$ cat src/rtl/sfb_pkg.sv
package sfb_pkg;
  typedef logic signed [63:0] acc_t;

  function automatic acc_t clamp(acc_t v, acc_t lo, acc_t hi);
    if (v < lo) return lo;
    if (v > hi) return hi;
    return v;
  endfunction
endpackage

$ cat src/rtl/sfb_law.sv
module sfb_law import sfb_pkg::*; #(
  parameter int DATA_W   = 16,
  parameter int CNT_W    = 10,
  parameter int K1_Q     = 284,
  parameter int K2_Q     = 256000,
  parameter int FRAC_W   = 8,
  parameter int DUTY_MIN = 50,
  parameter int DUTY_MAX = 900
) (
  input  logic                     clk_i,
  input  logic                     rst_ni,
  input  logic                     sample_i,
  input  logic signed [DATA_W-1:0] iref_i,
  input  logic signed [DATA_W-1:0] il_i,
  input  logic signed [DATA_W-1:0] vo_i,
  output logic        [CNT_W-1:0]  cmd_o
);
  localparam acc_t K1_A = acc_t'(K1_Q);
  localparam acc_t K2_A = acc_t'(K2_Q);
  localparam acc_t LO_A = acc_t'(DUTY_MIN);
  localparam acc_t HI_A = acc_t'(DUTY_MAX);

  acc_t err_w, acc_w, shf_w, lim_w;
  logic [CNT_W-1:0] cmd_q;

  always_comb begin
    err_w = acc_t'(iref_i) - acc_t'(il_i);
    acc_w = (err_w * K1_A) - (acc_t'(vo_i) * K2_A);
    shf_w = acc_w >>> FRAC_W;  // floor toward minus infinity
    lim_w = clamp(shf_w, LO_A, HI_A);
  end

  always_ff @(posedge clk_i or negedge rst_ni) begin
    if (!rst_ni)       cmd_q <= '0;
    else if (sample_i) cmd_q <= CNT_W'(lim_w);
  end

  assign cmd_o = cmd_q;

  p_cmd_hold_r7: assert property (@(posedge clk_i) disable iff (!rst_ni)
    !sample_i |=> $stable(cmd_q));
endmodule

$ cat src/rtl/sfb_pwm.sv
module sfb_pwm #(
  parameter int PERIOD   = 1000,
  parameter int CNT_W    = 10,
  parameter int DUTY_MIN = 50,
  parameter int DUTY_MAX = 900
) (
  input  logic             clk_i,
  input  logic             rst_ni,
  input  logic [CNT_W-1:0] cmd_i,
  output logic [CNT_W-1:0] duty_o,
  output logic             gate_o
);
  localparam logic [CNT_W-1:0] LAST = CNT_W'(PERIOD - 1);

  logic [CNT_W-1:0] cnt_q, duty_q;
  logic             wrap;

  assign wrap = (cnt_q == LAST);

  always_ff @(posedge clk_i or negedge rst_ni) begin
    if (!rst_ni) begin
      cnt_q  <= '0;
      duty_q <= '0;
    end else if (wrap) begin
      cnt_q  <= '0;
      duty_q <= cmd_i;  // shadow load only at period boundary
    end else begin
      cnt_q  <= cnt_q + 1'b1;
    end
  end

  assign gate_o = (cnt_q < duty_q);
  assign duty_o = duty_q;

  p_duty_hold_r5: assert property (@(posedge clk_i) disable iff (!rst_ni)
    !wrap |=> $stable(duty_q));
  p_duty_range_r3: assert property (@(posedge clk_i) disable iff (!rst_ni)
    (duty_q != '0) |-> (duty_q >= CNT_W'(DUTY_MIN) && duty_q <= CNT_W'(DUTY_MAX)));
  p_gate_start_r6: assert property (@(posedge clk_i) disable iff (!rst_ni)
    (cnt_q == '0 && duty_q != '0) |-> gate_o);
  p_gate_fall_r6: assert property (@(posedge clk_i) disable iff (!rst_ni)
    $fell(gate_o) |-> (cnt_q == duty_q));
  p_cnt_range_r6: assert property (@(posedge clk_i) disable iff (!rst_ni)
    cnt_q <= LAST);
endmodule

$ cat src/rtl/sfb_current_loop.sv
module sfb_current_loop #(
  parameter int DATA_W  = 16,
  parameter int PERIOD  = 1000,
  parameter int MIN_PCT = 5,
  parameter int MAX_PCT = 90,
  parameter int K1_Q    = 284,
  parameter int K2_Q    = 256000,
  parameter int FRAC_W  = 8,
  localparam int CNT_W  = $clog2(PERIOD)
) (
  input  logic                     clk_i,
  input  logic                     rst_ni,
  input  logic                     sample_i,
  input  logic signed [DATA_W-1:0] iref_i,
  input  logic signed [DATA_W-1:0] il_i,
  input  logic signed [DATA_W-1:0] vo_i,
  output logic                     gate_o,
  output logic        [CNT_W-1:0]  duty_o
);
  localparam int DUTY_MIN = PERIOD * MIN_PCT / 100;
  localparam int DUTY_MAX = PERIOD * MAX_PCT / 100;

  logic [CNT_W-1:0] cmd;

  sfb_law #(
    .DATA_W(DATA_W), .CNT_W(CNT_W), .K1_Q(K1_Q), .K2_Q(K2_Q),
    .FRAC_W(FRAC_W), .DUTY_MIN(DUTY_MIN), .DUTY_MAX(DUTY_MAX)
  ) u_law (
    .clk_i(clk_i), .rst_ni(rst_ni), .sample_i(sample_i),
    .iref_i(iref_i), .il_i(il_i), .vo_i(vo_i), .cmd_o(cmd)
  );

  sfb_pwm #(
    .PERIOD(PERIOD), .CNT_W(CNT_W), .DUTY_MIN(DUTY_MIN), .DUTY_MAX(DUTY_MAX)
  ) u_pwm (
    .clk_i(clk_i), .rst_ni(rst_ni), .cmd_i(cmd),
    .duty_o(duty_o), .gate_o(gate_o)
  );
endmodule

$ cat config.mk
export PLATFORM = sky130hd
export DESIGN_NAME = sfb_current_loop
export DESIGN_NICKNAME = d
export VERILOG_FILES = /design/src/rtl/sfb_pkg.sv /design/src/rtl/sfb_law.sv /design/src/rtl/sfb_pwm.sv /design/src/rtl/sfb_current_loop.sv
export SDC_FILE = /design/constraint.sdc
export NUM_CORES = 1
export LEC_CHECK = 0
export BUFFER_PORTS_ARGS = -buffer_cell sky130_fd_sc_hd__buf_2
export CELL_PAD_IN_SITES_DETAIL_PLACEMENT = 1
export CELL_PAD_IN_SITES_GLOBAL_PLACEMENT = 2
export CORE_MARGIN = 2
export CORE_UTILIZATION = 40
export CTS_BUF_LIST = sky130_fd_sc_hd__clkbuf_4
export CTS_CLUSTER_SIZE = 8
export DETAILED_ROUTE_END_ITERATION = 10
export PLACE_DENSITY = 0.86
export SYNTH_ARGS = -nofsm -noshare
export SYNTH_HDL_FRONTEND = slang
export SYNTH_SLANG_ARGS = --single-unit
export TNS_END_PERCENT = 20
$ cat constraint.sdc
create_clock -name clk_i -period 3 [get_ports clk_i]
set_input_delay 0 -clock clk_i [delete_from_list [all_inputs] [get_ports clk_i]]
set_output_delay 0 -clock clk_i [all_outputs]
set_load 0.01 [all_outputs]
# Yosys cells after proc, flatten, opt, wreduce, memory -nomap -nowiden
# Cells that the tools add are included.
# classes
bitwise,0
n_mul,2
n_eq_ne,1
div,0
mux,8
shift,0
magnitude_cmp,3
addsub,3
n_reduce_logical,0
# op_table
operator,count
$mul 64x8->62 const B,1
$sub 64x35->64,1
$gt 56x11->1 const B,1
$lt 56x7->1 const B,1
$mux 10,5
$mul 16x8->24 const B,1
$sub 16x16->17,1
$add 10x1->10 const B,1
$eq 10x10->1 const B,1
$lt 10x10->1,1
$mux 1,3
# word_totals
out_inout_bits,11
n_memories,0
rom_bits,0
latchBits,0
ram_bits,0
register_bits,30

# Longest topological paths before layout
# Gate-level depths: netlist (run 1).
# depth
ltp_word,8
depth_mapped,44
mapped_depth_nobuf,42

# Cells and area by module
# From an unflattened synthesis (run 1), not the netlist that was laid out.
# hier_totals
cells_unflattened,971
area_unflattened_um2,8680.8
# modules_own_cells
module,n_inst,area_per_inst_um2,cells_per_inst
sfb_law,1,7584.8,873
sfb_pwm,1,1096.1,98

# Worst setup path after synthesis (run 1)
# OpenSTA, ideal clock, no wires.
# synth_path
path_kind,input to register
startpoint,in iref_i[0]
endpoint,"reg u_law.cmd_q[3], in the netlist u_law.cmd_o[3]"
required_time_ps,2922
path_buffers,2
slack_ps,-5971
stages,43
arrival_ps,8893
cell_sequence,inv_1 -> ha_1 -> fa_1 -> nor2b_1 -> o21ai_0 -> a21boi_1 -> o21ai_0 -> a21boi_1 -> o21ai_0 -> a21boi_0 -> o21ai_1 -> a2111o_1 -> a32o_1 -> ha_1 -> fa_1 -> inv_1 -> fa_1 -> inv_1 -> (+7 left out) -> a21boi_1 -> clkbuf_1 -> nand2_1 -> ha_1 -> inv_1 -> ha_1 -> buf_6 -> a21oi_2 -> o211ai_1 -> a41o_2 -> and3_1 -> a311o_1 -> o31a_1 -> o31a_1 -> o311ai_2 -> xor2_1 -> nand4b_2 -> o2bb2ai_1
# synth_via
elab_chain_len,8
# synth_lines
element,line,rtl
from (decl),sfb_current_loop.sv:14,"input logic signed [DATA_W-1:0] iref_i,"
$sub 16x16->17 *,sfb_law.sv:27,err_w = acc_t'(iref_i) - acc_t'(il_i);
$mul 64x8->62 *,sfb_law.sv:28,acc_w = (err_w * K1_A) - (acc_t'(vo_i) * K2_A);
$sub 64x35->64 *,sfb_law.sv:28,
$gt 56x11->1,sfb_pkg.sv:6,if (v > hi) return hi;
$mux 1 (2 in series),sfb_pkg.sv:6,
$mux 10,sfb_pkg.sv:7,return v;
$mux 10 *,sfb_pkg.sv:6,
to (signal assigned),sfb_law.sv:35,else if (sample_i) cmd_q <= CNT_W'(lim_w);
to (decl),sfb_law.sv:24,logic [CNT_W-1:0] cmd_q;
# Every way passes the cells marked *; elsewhere a longest branch is shown, timed or not. The select of a mux whose other input is x is not followed.
# A chain may end at the register's enable or synchronous reset.

# Worst setup path in the final report (run 1)
# layout_path
startpoint,in il_i[1]
endpoint,"reg u_law.cmd_q[8], in the netlist u_law.cmd_o[8]"
# layout_via
elab_chain_len,8
# layout_lines
element,line,rtl
from (decl),sfb_current_loop.sv:15,"input logic signed [DATA_W-1:0] il_i,"
$sub 16x16->17 *,sfb_law.sv:27,
$mul 64x8->62 *,sfb_law.sv:28,
$sub 64x35->64 *,sfb_law.sv:28,
$gt 56x11->1,sfb_pkg.sv:6,
$mux 1 (2 in series),sfb_pkg.sv:6,
$mux 10,sfb_pkg.sv:7,
$mux 10 *,sfb_pkg.sv:6,
# Marked as above.

==> run_results.csv, run 1 <==
group,metric,value,unit
critical_path,crit_type,"in2reg",
route,routedWlPerCell,21.0,um
timing,fin_skew,0.0171,ns
synth,synth_area_leaders,"ha_1 (23%), fa_1 (17%), dfrtp_1 (6.8%), inv_1 (5.5%), a21oi_1 (4.6%)",
clock_network,cts.sinks,30,
layout,drive_above_1_share,37.3,%
timing,setup_viol,10,
route,drtIter0Drc,561,
clock_network,clkLatencyLatePin,0.34,ns
clock_network,cts_max_level,2,
layout,final_net_count,2163,
critical_path,required,3.21,ns
layout,fillers,3224,
synth,synth_flop_cell,"dfrtp_1",
run_status,status,"finished with violations",
timing,whs,0.239,ns
critical_path,crit_slowest_cell,"fa_1",
synth,synth_top_area_share,23.1,%
place,io_buffers,61,
timing,max_freq,114,MHz
global_route,overflow,0,
clock_network,clkTransAtPathRegs,0.10,ns
synth,yosys_warnings,0,
hold_path,hold_class,"in2async",
synth,synthesis.area,0.0110,sq mm
route,vias_per_cell,5.82,
synth,synth_edf_count,0,
timing,min_period,8.79,ns
timing,max_slew_margin,54.4,%
clock_network,cts_max_path_buffers,2,
global_route,antenna_found_initial,0,
floorplanning,dieWidth,170,um
clock_network,numCtsBuffers,5,
synth,synth_seq_cells,30,
route,wl_met3,1700,um
global_route,grt_usage,29.0,%
route,wl_met2,24300,um
place,dp_hpwl,32200,um
layout,antenna_cells,0,
synth,synthArstFlopShare,100,%
timing,fin_crit_sh,293,%
timing,hold_viol,0,
floorplanning,start_util,40.8,%
timing,finalWorstSetupSlack,-5.79,ns
synth,ys_seq_area_share,6.82,%
floorplanning,core_area,0.0270,sq mm
route,dr.pass1.iters,6,
critical_path,crit_arrival,9.00,ns
place,gp_congestion,0.968,
layout,final_cell_mix,"buf_4 (426), ha_1 (177), inv_1 (147)",
route,ant_nets,0,
critical_path,slowest_delay,0.53,ns
route,routed.top_layer,"met4",
synth,postSynthAreaPerCell,8.21,sq um
route,drc,0,
critical_path,cp-start-kind,"primary input",
timing,drv_slew,0,
layout,final_common_cell,"buf_4",
synth,syn_nets,1686,
critical_path,end_kind,"flop",
global_route,grt_pass1_vias,13800,
run_status,violations,"setup timing",
route,met1_length,16600,um
floorplanning,die_h,170,um
floorplanning,io_pins,62,
route,via_count,12600,
critical_path,cp_max_fo,5,
layout,synthToLayoutAreaGrowth,45.2,%
timing,tightest_slew,0.684,ns
floorplanning,rows,60,
timing,rsz0062_at_grt,"true",
clock_network,cts_tree,"yes",
synth,synth.distinct_cells,94,
clock_network,ctsRootBufferMaster,"clkbuf_4",
run,cap_violations,0,
synth,syn_inst,1340,
synth,yosysTopAreaCell,"ha_1",
global_route,grt_max_degree,31,
floorplanning,die_area,0.0289,sq mm
global_route,grt_pass1_wl,67700,um
route,wl,45400,um
[sequential cells by signal, summed over array words and instances (netlist names)]
register      flops
u_law.cmd_o      10
u_pwm.cnt_q      10
u_pwm.duty_o     10
[cells in the mapped netlist (22+ instances only)]
cell type and instances:
ha_1 203, inv_1 162, nor2_1 113, a21oi_1 101, nand2_1 96, fa_1 92, o21ai_0 58, xnor2_1 44
xor2_1 38, a21o_1 32, dfrtp_1 30, nand3_1 26, nor3_1 26, nand4_1 22, o21a_1 22
[metrics by stage]
step / utilization [%] / worst slack (ns) / setup TNS [ns] / std cells / instance area (sq um)
global route: 59.3 / -6.08 / -60.22 / 2159 / 16000
global placement: 54.6 / -5.97 / -58.93 / 2093 / 14700
floorplan: - / -5.26 / -51.90 / 1340 / 11200
CTS: 57.3 / -5.34 / -52.88 / 2134 / 15400
finish: 59.3 / -5.79 / -57.48 / 2159 / 16000
detailed placement: 54.6 / -6.21 / -61.58 / 2093 / 14700
[timing repair]
item                                    in CTS  in global routing
hold buffers                                 2                  0
setup buffers                               30                 25
endpoints found under the setup margin      10                 10
resized for setup                           86                 75
pin swaps                                   65                 60
cloned                                       1                  0
endpoints found under the hold margin       31                  0
[cell families (layout without fill, tap and decap cells)]
family,Yosys count,count (layout),synth area share [%]
AO/OA/AOI/OAI,358,358,22.4
flip-flops,30,30,6.82
multiplexers,6,6,0.569
buffers and inverters,198,676,7.40
AND/OR/NAND/NOR,371,371,16.5
adder cells (fa/ha/maj),295,295,39.8
XOR/XNOR,82,82,6.53
[area by class of cell]
| cell class | count | area, sq um | share of cell area (%) |
|---|---|---|---|
| Multi-Input combinational cell | 1112 | 10300 | 64.7 |
| Clock inverter | 2 | 8.76 | 0.0548 |
| Inverter | 163 | 624 | 3.91 |
| Timing Repair Buffer | 505 | 3790 | 23.7 |
| Tap cell | 341 | 427 | 2.67 |
| Sequential cell | 30 | 751 | 4.70 |
| Clock buffer | 6 | 45.0 | 0.282 |
[final timing paths]
check / startpoint / endpoint / slack, ns / cells past startpoint
hold / removal: rst_ni / u_pwm.duty_o[8] / 0.24 / 2
min in group clk_i: vo_i[0] / u_law.cmd_o[3] / 0.34 / 5
max in group asynchronous: rst_ni / u_pwm.cnt_q[4] / 2.31 / 2
setup reg to reg: u_pwm.cnt_q[0] / u_pwm.duty_o[0] / 0.67 / 7
setup / recovery: il_i[1] / u_law.cmd_o[8] / -5.79 / 46
hold reg to reg: u_pwm.cnt_q[0] / u_pwm.cnt_q[0] / 0.50 / 1
[metal layers]
layer | GRT usage [%] | up-vias
li1 | - | 5698
met1 | 31.0 | 6201
met2 | 57.8 | 431
met3 | 2.12 | 228
met4 | 12.3 | 0
met5 | 0 | -
[worst max-delay path: cells and delay by family]
| family | cells | cell delay, ns |
|---|---|---|
| compound gates | 25 | 4.78 |
| xor+xnor | 1 | 0.16 |
| fa+ha+maj | 6 | 1.95 |
| buf+inv | 10 | 1.24 |
| simple gates | 4 | 0.81 |
Power of run 1 is not shown: default switching activity piles up to over one toggle a cycle in this logic, so the estimate is an artifact.
==> run 2, diff against run 1 <==
--- a/config.mk
+++ b/config.mk
@@ -6,15 +6,13 @@
 export NUM_CORES = 1
 export LEC_CHECK = 0
 export BUFFER_PORTS_ARGS = -buffer_cell sky130_fd_sc_hd__buf_2
-export CELL_PAD_IN_SITES_DETAIL_PLACEMENT = 1
-export CELL_PAD_IN_SITES_GLOBAL_PLACEMENT = 2
 export CORE_MARGIN = 2
-export CORE_UTILIZATION = 40
+export CORE_UTILIZATION = 45
 export CTS_BUF_LIST = sky130_fd_sc_hd__clkbuf_4
 export CTS_CLUSTER_SIZE = 8
 export DETAILED_ROUTE_END_ITERATION = 10
-export PLACE_DENSITY = 0.86
+export PLACE_DENSITY = 0.63
 export SYNTH_ARGS = -nofsm -noshare
 export SYNTH_HDL_FRONTEND = slang
 export SYNTH_SLANG_ARGS = --single-unit
-export TNS_END_PERCENT = 20
+export TNS_END_PERCENT = 100
==> run_results.csv, run 2 (synthesized netlist as in run 1, its figures left out) <==
group,metric,value,unit
timing,fin_crit_sh,272,%
route,vias_per_cell,5.31,
critical_path,ff2ff_setup_slack,0.91,ns
global_route,grt_pass1_vias,11500,
critical_path,critPathBufInv,8,
critical_path,reg2regPathDepth,7,
floorplanning,die_h,160,um
floorplanning,rows,57,
clock_network,clkLatencyLatePin,0.33,ns
timing,max_freq,123,MHz
global_route,antenna_found_initial,0,
global_route,grt_pass1_wl,51700,um
global_route,grt_usage,23.5,%
layout,final_cell_mix,"buf_4 (400), ha_1 (186), inv_1 (154)",
hold_path,hold_class,"in2async",
timing,rsz0062_at_grt,"true",
floorplanning,start_util,45.5,%
place,gp_congestion,0.934,
route,wl,30100,um
clock_network,numCtsBuffers,5,
critical_path,crit_slowest_cell,"or4_4",
timing,max_slew_margin,56.3,%
timing,setup_viol,10,
run_status,status,"finished with violations",
timing,tightest_slew,0.655,ns
clock_network,cts.sinks,30,
critical_path,r2r_end,"u_pwm.duty_o[0]",
layout,synthToLayoutAreaGrowth,43.3,%
layout,final_common_cell,"buf_4",
timing,whs,0.216,ns
route,dr.pass1.iters,5,
floorplanning,io_pins,62,
run,cap_violations,0,
critical_path,cp_max_fo,8,
route,via_count,11200,
route,ant_nets,0,
critical_path,path_common_cell,"ha_4",
floorplanning,dieWidth,160,um
timing,min_period,8.15,ns
layout,drive_above_1_share,35.9,%
timing,fin_skew,0.00764,ns
layout,instances_no_fill,2116,
timing,finalWorstSetupSlack,-5.15,ns
place,dp_hpwl,24800,um
place,dp.cells,2063,
clock_network,clkTransAtPathRegs,0.10,ns
route,drtIter0Drc,632,
critical_path,crit_arrival,8.35,ns
clock_network,cts_max_level,2,
route,drc,0,
run_status,violations,"setup timing",
critical_path,end_kind,"flop",
critical_path,slowest_delay,0.54,ns
critical_path,crit_type,"in2reg",
critical_path,cp_top_family,"compound AO/OA/AOI/OAI gates",
critical_path,required,3.20,ns
timing,hold_viol,0,
clock_network,cts_tree,"yes",
layout,final_net_count,2137,
place,io_buffers,61,
global_route,grt_max_degree,31,
timing,drv_slew,0,
floorplanning,core_area,0.0242,sq mm
floorplanning,die_area,0.0257,sq mm
critical_path,reg2reg_from,"u_pwm.cnt_q[0]",
clock_network,ctsRootBufferMaster,"clkbuf_4",
route,routedWlPerCell,14.2,um
clock_network,cts_max_path_buffers,2,
layout,antenna_cells,0,
critical_path,cp-start-kind,"primary input",
global_route,overflow,0,
timing,fin_tns_setup,-51.09,ns
-- run 2: worst max-delay path by stage --
stage / endpoint / slack [ns] / cells after the start / from
2_1_floorplan: u_law.cmd_o[2] / -5.26 / 43 / iref_i[0]
3_3_place_gp: u_law.cmd_o[5] / -5.90 / 43 / iref_i[0]
3_5_place_dp: u_law.cmd_o[4] / -6.03 / 43 / iref_i[0]
4_1_cts: u_law.cmd_o[8] / -5.05 / 45 / iref_i[0]
5_1_grt: u_law.cmd_o[3] / -5.57 / 46 / iref_i[0]
6_report: u_law.cmd_o[8] / -5.15 / 45 / iref_i[0]
-- run 2: stage by stage --
| step | utilization (%) | cell area (sq um) | setup slack (ns) |
|---|---|---|---|
| 3_5_place_dp | 60.4 | 14600 | -6.03 |
| 6_report | 65.2 | 15800 | -5.15 |
| 2_1_floorplan | - | 11300 | -5.26 |
| 4_1_cts | 63.2 | 15300 | -5.05 |
| 5_1_grt | 65.2 | 15800 | -5.57 |
| 3_3_place_gp | 60.4 | 14600 | -5.90 |
-- run 2: layout make-up --
class,instances,area [sq um]
Clock buffer,5,37.5
Clock inverter,3,40.0
Fill cell,1970,8410
Inverter,163,622
Multi-Input combinational cell,1112,10300
Sequential cell,30,751
Tap cell,324,405
Timing Repair Buffer,479,3590
-- run 2: per-layer routing --
metal | GRT usage, % | vias up | wire length (um)
met5 | 0 | - | 0
li1 | - | 5661 | -
met3 | 1.29 | 44 | 786
met2 | 44.5 | 189 | 15600
met4 | 3.97 | 0 | 540
met1 | 29.9 | 5348 | 13100
-- run 2: repair_timing --
item / CTS / global route
gates resized for setup: 79 / 66
pin swaps: 68 / 48
buffers inserted: 28 / 17
cloned: 1 / 0
setup endpoints to repair: 10 / 10
hold buffers: 2 / 0
endpoints found under the hold margin: 33 / 0
-- run 2: worst register-to-register path: stages (launching register included) --
cell     delay (ns)
dfrtp_1        0.41
ha_1           0.26
nand2_1        0.08
nor2_1         0.22
nand2_1        0.10
nor4b_2        0.25
buf_4          0.31
mux2_2         0.36
Power of run 2 is left out for the same reason.
==> run 3, diff against run 2 <==
--- a/config.mk
+++ b/config.mk
@@ -11,7 +11,7 @@
 export CTS_BUF_LIST = sky130_fd_sc_hd__clkbuf_4
 export CTS_CLUSTER_SIZE = 8
 export DETAILED_ROUTE_END_ITERATION = 10
-export PLACE_DENSITY = 0.63
+export PLACE_DENSITY = 0.73
 export SYNTH_ARGS = -nofsm -noshare
 export SYNTH_HDL_FRONTEND = slang
 export SYNTH_SLANG_ARGS = --single-unit
==> run_results.csv, run 3 (synthesized netlist as in run 1, its figures left out) <==
group,metric,value,unit
layout,antenna_cells,0,
global_route,use_met3,1.99,%
critical_path,r2r_end,"u_pwm.duty_o[0]",
global_route,grt_pass1_wl,54200,um
timing,fin_tns_setup,-54.31,ns
layout,final_net_count,2158,
critical_path,crit_type,"in2reg",
critical_path,path_common_cell,"a21boi_2",
clock_network,ctsRootBufferMaster,"clkbuf_4",
timing,min_period,8.48,ns
global_route,gr-max-usage-layer,"met2",
timing,tightest_slew,0.650,ns
timing,hold_viol,0,
timing,finalWorstSetupSlack,-5.48,ns
hold_path,hold_class,"in2async",
floorplanning,core_area,0.0242,sq mm
critical_path,crit_arrival,8.71,ns
place,dp_hpwl,26200,um
layout,fin_util,65.6,%
route,wl,32700,um
clock_network,numCtsBuffers,5,
run_status,violations,"setup timing",
critical_path,cp-start-kind,"primary input",
floorplanning,io_pins,62,
critical_path,crit_slowest_cell,"fa_1",
critical_path,cp_max_fo,5,
global_route,antenna_found_initial,0,
global_route,grt_pass1_vias,12100,
critical_path,end_kind,"flop",
layout,final_cell_mix,"buf_4 (420), ha_1 (180), inv_1 (150)",
global_route,grt_max_degree,31,
clock_network,cts_max_level,2,
layout,final_area,0.0159,sq mm
floorplanning,dieWidth,160,um
clock_network,cts.sinks,30,
critical_path,reg2regPathDepth,7,
floorplanning,rows,57,
layout,synthToLayoutAreaGrowth,44.2,%
global_route,global_route.usage.met1,30.0,%
route,drc,0,
clock_network,clkTransAtPathRegs,0.11,ns
timing,setup_viol,10,
layout,drive_above_1_share,37.1,%
clock_network,cts_tree,"yes",
route,dr.pass1.iters,5,
timing,max_freq,118,MHz
clock_network,cts_max_path_buffers,2,
route,vias_per_cell,5.47,
place,place_ws,-6.20,ns
critical_path,reg2reg_from,"u_pwm.cnt_q[0]",
timing,max_slew_margin,56.6,%
timing,fin_skew,0.0133,ns
run_status,status,"finished with violations",
critical_path,slowest_delay,0.51,ns
critical_path,ff2ff_setup_slack,0.95,ns
global_route,grt_use_met2,47.0,%
clock_network,clkLatencyLatePin,0.34,ns
global_route,overflow,0,
timing,drv_slew,0,
floorplanning,die_h,160,um
place,io_buffers,61,
global_route,grt_usage,24.9,%
place,gp_congestion,0.963,
route,routedWlPerCell,15.3,um
critical_path,required,3.23,ns
timing,fin_crit_sh,283,%
place,placed_cell_area,0.0148,sq mm
route,drtIter0Drc,625,
route,via_count,11700,
layout,final_common_cell,"buf_4",
critical_path,startpoint,"iref_i[0]",
floorplanning,start_util,45.5,%
floorplanning,die_area,0.0257,sq mm
timing,rsz0062_at_grt,"true",
run,cap_violations,0,
route,ant_nets,0,
==> run 3: metal layers <==
| metal | share of wire [%] | vias to the layer above |
|---|---|---|
| met2 | 52 | 303 |
| met3 | 3.7 | 107 |
| met4 | 3.2 | 0 |
| met1 | 41 | 5600 |
| met5 | 0 | - |
| li1 | - | 5690 |
==> run 3: cell type report <==
class / instances / area [sq um]
multi-input cells: 1112 / 10300
fillers: 1931 / 8310
repair buffers: 500 / 3730
flip-flops and latches: 30 / 751
inverters: 163 / 624
well taps: 324 / 405
clock inverters: 3 / 63.8
clock buffers: 5 / 37.5
==> run 3: per-stage QoR <==
step,instances,hold WS (ns)
CTS,2128,0.235
detailed placement,2091,0.0600
floorplan,1340,-0.296
global route,2137,0.280
finish,2137,0.226
global placement,2091,0.0514
==> run 3: worst max path at each step <==
stage	endpoint	slack [ns]	cells past startpoint
floorplan	u_law.cmd_o[2]	-5.26	43
global placement	u_law.cmd_o[2]	-5.91	43
detailed placement	u_law.cmd_o[1]	-6.20	43
CTS	u_law.cmd_o[2]	-5.22	46
global route	u_law.cmd_o[2]	-5.83	46
finish	u_law.cmd_o[2]	-5.48	47
==> run 3: what timing repair did <==
action	CTS	global route
resized for setup	76	79
endpoints found under the hold margin	32	0
buffers inserted	27	9
cloned	1	0
setup endpoints to repair	10	10
pin swaps	48	43
hold buffers	2	0
==> run 3: worst max-delay path, delay by kind of cell <==
kind | cells | cell delay [ns]
buffers and inverters | 10 | 1.06
AO/OA/AOI/OAI | 23 | 4.17
adder cells (fa/ha/maj) | 8 | 2.37
AND/OR/NAND/NOR | 6 | 1.15
Power of run 3 is left out for the same reason.
